### src/rtl/tid_pkg.sv
package tid_pkg;

    localparam int WIN  = 16;
    localparam int IDXW = $clog2(WIN);
    localparam int CNTW = $clog2(WIN + 1);

    typedef logic [WIN-1:0]  win_t;
    typedef logic [IDXW-1:0] idx_t;
    typedef logic [CNTW-1:0] cnt_t;

    typedef struct packed {
        idx_t idx;
        logic clean;
    } resolve_t;

    function automatic cnt_t count_ones(input win_t w);
        cnt_t c;
        c = '0;
        for (int i = 0; i < WIN; i++) begin
            c = c + cnt_t'(w[i]);
        end
        return c;
    endfunction

    // A clean pattern plus one carries into the single next bit only.
    function automatic logic is_clean(input win_t w);
        logic [WIN:0] ext;
        logic [WIN:0] inc;
        ext = {1'b0, w};
        inc = ext + 1'b1;
        return ((ext & inc) == '0);
    endfunction

    function automatic win_t to_onehot(input idx_t i);
        return win_t'(1) << i;
    endfunction

endpackage

### src/rtl/tid_window_mux.sv
module tid_window_mux
    import tid_pkg::*;
#(
    parameter int N_CMP = 63,
    parameter int STEP  = 15,
    parameter int NSEG  = 5,
    parameter int SEGW  = 3
) (
    input  logic [N_CMP-1:0] therm,
    input  logic [SEGW-1:0]  seg,
    output win_t             win
);

    localparam int TOP_START = N_CMP - WIN;

    win_t cand [NSEG];

    for (genvar g = 0; g < NSEG; g++) begin : g_seg
        localparam int START = (g * STEP > TOP_START) ? TOP_START : g * STEP;
        assign cand[g] = therm[START +: WIN];
    end

    always_comb begin
        win = '0;
        for (int g = 0; g < NSEG; g++) begin
            if (seg == SEGW'(g)) begin
                win = cand[g];
            end
        end
    end

endmodule

### src/rtl/tid_code_resolver.sv
module tid_code_resolver
    import tid_pkg::*;
(
    input  win_t     win,
    output resolve_t res
);

    cnt_t ones;

    always_comb begin
        ones      = count_ones(win);
        res.clean = is_clean(win);
        if (ones >= cnt_t'(WIN)) begin
            res.idx = idx_t'(WIN - 1);
        end else begin
            res.idx = idx_t'(ones);
        end
    end

endmodule

### src/rtl/thermo_interval_det.sv
module thermo_interval_det
    import tid_pkg::*;
#(
    parameter  int N_CMP = 63,
    parameter  int STEP  = 15,
    localparam int NSEG  = (N_CMP - WIN + STEP - 1) / STEP + 1,
    localparam int SEGW  = (NSEG > 1) ? $clog2(NSEG) : 1
) (
    input  logic             clk,
    input  logic             rst,
    input  logic             cal_en,
    input  logic [SEGW-1:0]  seg_sel,
    input  logic [N_CMP-1:0] therm,
    output logic [WIN-1:0]   code,
    output logic             code_valid,
    output logic             overlap_seen
);

    logic [SEGW-1:0] seg_q;
    logic [SEGW-1:0] seg_in;
    win_t            win;
    resolve_t        res;
    win_t            code_q;
    logic            valid_q;
    logic            ovl_q;

    assign seg_in = (seg_sel > SEGW'(NSEG - 1)) ? SEGW'(NSEG - 1) : seg_sel;

    tid_window_mux #(
        .N_CMP (N_CMP),
        .STEP  (STEP),
        .NSEG  (NSEG),
        .SEGW  (SEGW)
    ) u_mux (
        .therm (therm),
        .seg   (seg_q),
        .win   (win)
    );

    tid_code_resolver u_res (
        .win (win),
        .res (res)
    );

    always_ff @(posedge clk) begin
        if (rst) begin
            code_q  <= win_t'(1);
            valid_q <= 1'b0;
            ovl_q   <= 1'b0;
            seg_q   <= '0;
        end else begin
            code_q  <= to_onehot(res.idx);
            valid_q <= cal_en;
            if (cal_en && !res.clean) begin
                ovl_q <= 1'b1;
            end
            if (!valid_q) begin
                seg_q <= seg_in;
            end
        end
    end

    assign code         = code_q;
    assign code_valid   = valid_q;
    assign overlap_seen = ovl_q;

    assert_onehot_R9: assert property (@(posedge clk) disable iff (rst)
        $onehot(code));

    assert_seg_hold_R6: assert property (@(posedge clk) disable iff (rst)
        code_valid |=> $stable(seg_q));

    assert_seg_range_R7: assert property (@(posedge clk) disable iff (rst)
        seg_q <= SEGW'(NSEG - 1));

    assert_sticky_R8: assert property (@(posedge clk) disable iff (rst)
        overlap_seen |=> overlap_seen);

    assert_flag_cause_R8: assert property (@(posedge clk) disable iff (rst)
        !overlap_seen && !cal_en |=> !overlap_seen);

endmodule

### config.mk
export PLATFORM = sky130hd
export DESIGN_NAME = thermo_interval_det
export DESIGN_NICKNAME = d
export VERILOG_FILES = /design/src/rtl/tid_pkg.sv /design/src/rtl/tid_window_mux.sv /design/src/rtl/tid_code_resolver.sv /design/src/rtl/thermo_interval_det.sv
export SDC_FILE = /design/constraint.sdc
export NUM_CORES = 1
export LEC_CHECK = 0
export BUFFER_PORTS_ARGS = -buffer_cell sky130_fd_sc_hd__buf_2
export CAP_MARGIN = 5
export CORE_ASPECT_RATIO = 0.9
export CORE_MARGIN = 8
export CORE_UTILIZATION = 40
export CTS_CLUSTER_SIZE = 14
export DETAILED_ROUTE_END_ITERATION = 6
export PLACE_DENSITY_LB_ADDON = 0.1
export REMOVE_ABC_BUFFERS = 1
export SLEW_MARGIN = 10
export SYNTH_ARGS = -nofsm -noshare
export SYNTH_HDL_FRONTEND = slang
export SYNTH_SLANG_ARGS = --single-unit
export TNS_END_PERCENT = 30
### constraint.sdc
create_clock -name clk -period 7.23 [get_ports clk]
set_input_delay 1.446 -clock clk [delete_from_list [all_inputs] [get_ports clk]]
set_output_delay 1.446 -clock clk [all_outputs]
set_load 0.02 [all_outputs]
Word level (Yosys, flattened, before mapping)
Cells that the tools add are included.

Output and inout bits: 18. Flip-flop bits (word level): 21. Logic and storage cells: 39.

Shift-type cells: 1. Order comparisons: 2. Muxes and demuxes: 7. Bitwise operators: 1. Reduce and logical (&&, ||, !) cells: 4. Equality and inequality tests: 4. $add $sub $neg: 16.

Operators by type and width (count): $mux 16 (5); $add 5x1->5 (14); $add 16x1->17 const B (1); $and 16x17->17 (1); $logic_not 17->1 (1); $shl 1x4->16 const A (1); $eq 3x2->1 const B (2); $ge 5x5->1 const B (1); $mux 4 (1); $eq 3x1->1 const B (1); $eq 3x3->1 const B (1); $gt 3x3->1 const B (1); $logic_not 3->1 (1); $mux 3 (1); $add 1x1->2 (1); $logic_and 1x1->1 (1); $logic_not 1->1 (1).

Depth between registers and ports, before layout
Word-level depth: 24. Depth in mapped cells: 22. Depth with buffers taken out: 19.

Cells and area by module
Synthesis repeated with hierarchy kept, for this count alone.

Cell total of the unflattened synthesis: 230. Area, all modules: 1983.2 um^2.

Modules (own cells, without submodules): tid_window_mux (times used 1, cells an instance 97, area an instance 728.2 um^2, sequential area each 0.0 um^2); tid_code_resolver (times used 1, cells an instance 77, area an instance 629.4 um^2, sequential area each 0.0 um^2); thermo_interval_det (times used 1, cells an instance 56, area an instance 625.6 um^2, sequential area each 420.4 um^2).

Worst setup path after synthesis
OpenSTA, ideal clock, no wires.

Path kind: input to register. Start point: input therm[31]. End point: register code_q[15], in the netlist code[15]. Data required time: 7.171 ns. Arrival time: 5.931 ns. Library setup time: 0.059 ns. Path buffers: 1. Stages: 14. Setup slack: 1.240 ns. Path through: mux2_2 > a221o_1 > ha_1 > fa_1 > fa_1 > fa_1 > fa_1 > fa_1 > inv_1 > fa_1 > clkbuf_1 > nand2b_1 > o21ai_0 > and2_1.

Longest elaborated chain between the ends: 21.

Ends and longest elaborated chain: start, declared (RTL line thermo_interval_det.sv:13) `input logic [N_CMP-1:0] therm,`; $mux 16 (*) (3 in a row) (RTL line tid_window_mux.sv:26) `if (seg == SEGW'(g)) begin`; $add 1x1->2 (*) (RTL line tid_pkg.sv:20) `c = c + cnt_t'(w[i]);`; $add 5x1->5 (*) (14 in a row) (RTL line tid_pkg.sv:20); $ge 5x5->1 (RTL line tid_code_resolver.sv:13) `if (ones >= cnt_t'(WIN)) begin`; $mux 4 (*) (RTL line tid_code_resolver.sv:13); $shl 1x4->16 (*) (RTL line tid_pkg.sv:35) `return win_t'(1) << i;`; end signal, assigned (RTL line thermo_interval_det.sv:47) `code_q <= win_t'(1);`; end signal, assigned (RTL line thermo_interval_det.sv:52) `code_q <= to_onehot(res.idx);`; end, declared (RTL line thermo_interval_det.sv:23) `win_t code_q;`.

Mark *: on every way between the ends. The rest lies on a longest branch, timed or not. A chain may end at the register's enable or synchronous reset.

Worst setup path after layout
Same ends and word-level chain as after synthesis.

==> impl_metrics.yaml <==
sta:
  finalMaxSlewViolations: 0
  min_period_ns: 6.04
  final-hold-violation-count: 0
  period_share: 0.835
  setup_viol: 0
  tightest_slew_ns: 0.564
  fin_setup_tns_ns: 0
  skew_ns: 0.00128
  rsz0062_at_grt: "false"
  slew_headroom: 0.624
  fmax_mhz: 166
synth:
  synth_cells: 211
  synth_edf_count: 0
  synth_warnings: 0
  synth_flop_cell: "dfxtp_1"
  synth-xor-area-share: 0.00468
  yosys.area_share.simple: 0.174
  synthesis.area_um2: 1870
  synth-seq-cells: 21
  muxShareOfSynthArea: 0.174
  synth_compound_area_frac: 0.177
  synth_top_family_by_area: "compound AO/OA/AOI/OAI gates"
  syn_avg_cell_area_um2: 8.88
  synthArstFlopShare: 0
  synth_cell_type_count: 48
  seq_area_frac_synth: 0.224
  synthAdderAreaFrac: 0.154
floorplan:
  start_util: 0.417
  die_area_um2: 7130
  die_h_um: 80.9
  rows: 23
  core_area_um2: 4490
  die_w_um: 88.1
  io_pins: 87
setup_path:
  required_ns: 7.44
  endpoint_kind: "flop"
  reg2reg_depth: 15
  crit_start: "therm[31]"
  timing_worst_setup_path_type: "in -> reg"
  rrSetupSlack_ns: 1.43
  arrival_ns: 6.24
  reg2reg_from: "seg_q[1]"
  startpoint_type: "input port"
  path_max_fanout: 8
power:
  switching_share: 0.510
  p_switching_uw: 435
  power.density_nw_per_um2: 364
  ir_drop_uv: 330
  p_int_uw: 418
  power.total_uw: 853
  pwr-share-comb: 0.748
  pwr-share-seq: 0.164
  p_leak_nw: 1.12
  clockPowerShare: 0.088
place:
  gp_congestion: 0.840
  io_buffers: 86
  dp.cells: 350
  dpl.hpwl_um: 4380
run_status:
  outcome: "complete, no violations"
global_routing:
  track_usage: 0.150
  gr-usage-met2: 0.233
  grt_max_degree: 21
  met3_usage: 0.0373
  busiest_layer: "met2"
  antenna_found_initial: 0
  grt_pass1_wl_um: 8650
  grt_pass1_vias: 1786
  grt_use_met1: 0.206
  overflow: 0
clock_network:
  clkTransAtPathRegs_ns: 0.07
  clockBufferDepth: 2
  cts.sinks: 21
  clock_latency_ns: 0.26
  cts_setup_buffers: 0
  cts_resized: 0
  cts_buffers: 3
  tritoncts: "built"
  htreeDepth: 1
  cts_root_buf: "clkbuf_8"
  hold_buffers: 0
finish:
  final_cells: 354
  syn_to_final_growth_pct: 25.3
  nets: 379
  drive_above_1_share: 0.353
  antenna_cells: 0
detailed_routing:
  drc: 0
  drtPass1Iterations: 4
  vias: 1749
  via_per_inst: 4.94
  postRouteAntennaNets: 0
  wl_per_cell_um: 14.5
  drt_wl_total_um: 5130
  dr.first_iter.drc_count: 75
worst_hold_path:
  min_from: "overlap_seen"
  holdCritPathClass: "reg -> reg"
  hold-path-cell-count: 2
flow_run:
  drv_cap: 0
Yosys cell counts, types with 2 or more instances:
cell type | count | share of area
nand2b_1 | 3 | 0.010
dfxtp_1 | 21 | 0.22
nand3_1 | 3 | 0.0080
nor3_1 | 4 | 0.011
o21ai_0 | 5 | 0.013
a31oi_1 | 3 | 0.010
nor2b_1 | 3 | 0.010
fa_1 | 10 | 0.11
nand2_1 | 9 | 0.018
a21oi_1 | 9 | 0.024
o31ai_1 | 2 | 0.0080
buf_4 | 2 | 0.0080
nor2_1 | 24 | 0.048
mux2_2 | 3 | 0.018
nand3b_1 | 3 | 0.012
a21o_1 | 4 | 0.016
and2_1 | 5 | 0.017
inv_1 | 20 | 0.040
mux2i_1 | 27 | 0.14
ha_1 | 7 | 0.047
buf_6 | 6 | 0.036
o22ai_1 | 11 | 0.037
clkbuf_1 | 2 | 0.0040
path summary, 6_finish.rpt:
kind                       end
hold / removal    overlap_seen
setup reg to reg      code[15]
hold reg to reg   overlap_seen
setup / recovery      code[15]
registers in the layout (all words and copies together), names as in the netlist:
name          flops
code_valid        1
seg_q             3
overlap_seen      1
code             16
power groups by stage:
stage	registers, mW	clock network [mW]	logic [mW]
3_3_place_gp	0.143	0	0.629
6_report	0.140	0.0752	0.638
4_1_cts	0.140	0.0770	0.639
3_5_place_dp	0.143	0	0.635
5_1_grt	0.141	0.0819	0.738
2_1_floorplan	0.155	0	0.478
cells in the final DEF (no fill, tap or decap), types with 2 or more instances in the layout:
| cell | count |
|---|---|
| o22ai_1 | 11 |
| buf_2 | 86 |
| fa_1 | 10 |
| o21ai_0 | 5 |
| a21oi_1 | 9 |
| o31ai_1 | 2 |
| inv_1 | 20 |
| mux2i_1 | 27 |
| nand3b_1 | 3 |
| ha_1 | 7 |
| mux2_2 | 3 |
| nand2_1 | 9 |
| nor3_1 | 4 |
| nor2b_1 | 3 |
| nand3_1 | 3 |
| nand2b_1 | 3 |
| a21o_1 | 4 |
| clkbuf_8 | 3 |
| and2_1 | 5 |
| nor2_1 | 24 |
| a31oi_1 | 3 |
| dfxtp_1 | 20 |
area by class of cell:
type	count	area, um^2
Inverter	21	81.3
Timing Repair Buffer	87	438
Multi-Input combinational cell	159	1280
Fill cell	451	2140
Sequential cell	21	422
Tap cell	62	77.6
Clock inverter	1	5.00
Clock buffer	3	41.3
per-stage QoR:
step           utilization  hold WS (ns)  setup slack (ns)  cell area, um^2
2_1_floorplan            -         0.570              1.26             1780
3_3_place_gp         0.512         0.547             0.974             2300
3_5_place_dp         0.512         0.542             0.935             2300
4_1_cts              0.523         0.552              1.20             2350
5_1_grt              0.523         0.565             0.837             2350
6_report             0.523         0.553              1.19             2350
worst max-delay path, cell delays in order:
cell      delay (ns)
buf_2           0.09
mux2_2          0.25
a221o_1         0.37
ha_1            0.33
fa_1            0.51
fa_1            0.52
fa_1            0.53
fa_1            0.52
fa_1            0.45
inv_1           0.08
fa_1            0.53
nand2b_1        0.24
o21ai_0         0.22
and2_1          0.17
kinds of logic after synthesis:
group,Yosys count
AND/OR/NAND/NOR,63
AO/OA/AOI/OAI,47
buffers and inverters,31
multiplexers,31
flip-flops,21
adder cells (fa/ha/maj),17
XOR/XNOR,1
layer usage:
metal	vias up	wire, um
li1	918	-
met1	774	2530
met2	53	2150
met3	4	403
met4	0	40
met5	-	0
No activity file was read; power rests on OpenSTA's default activity.
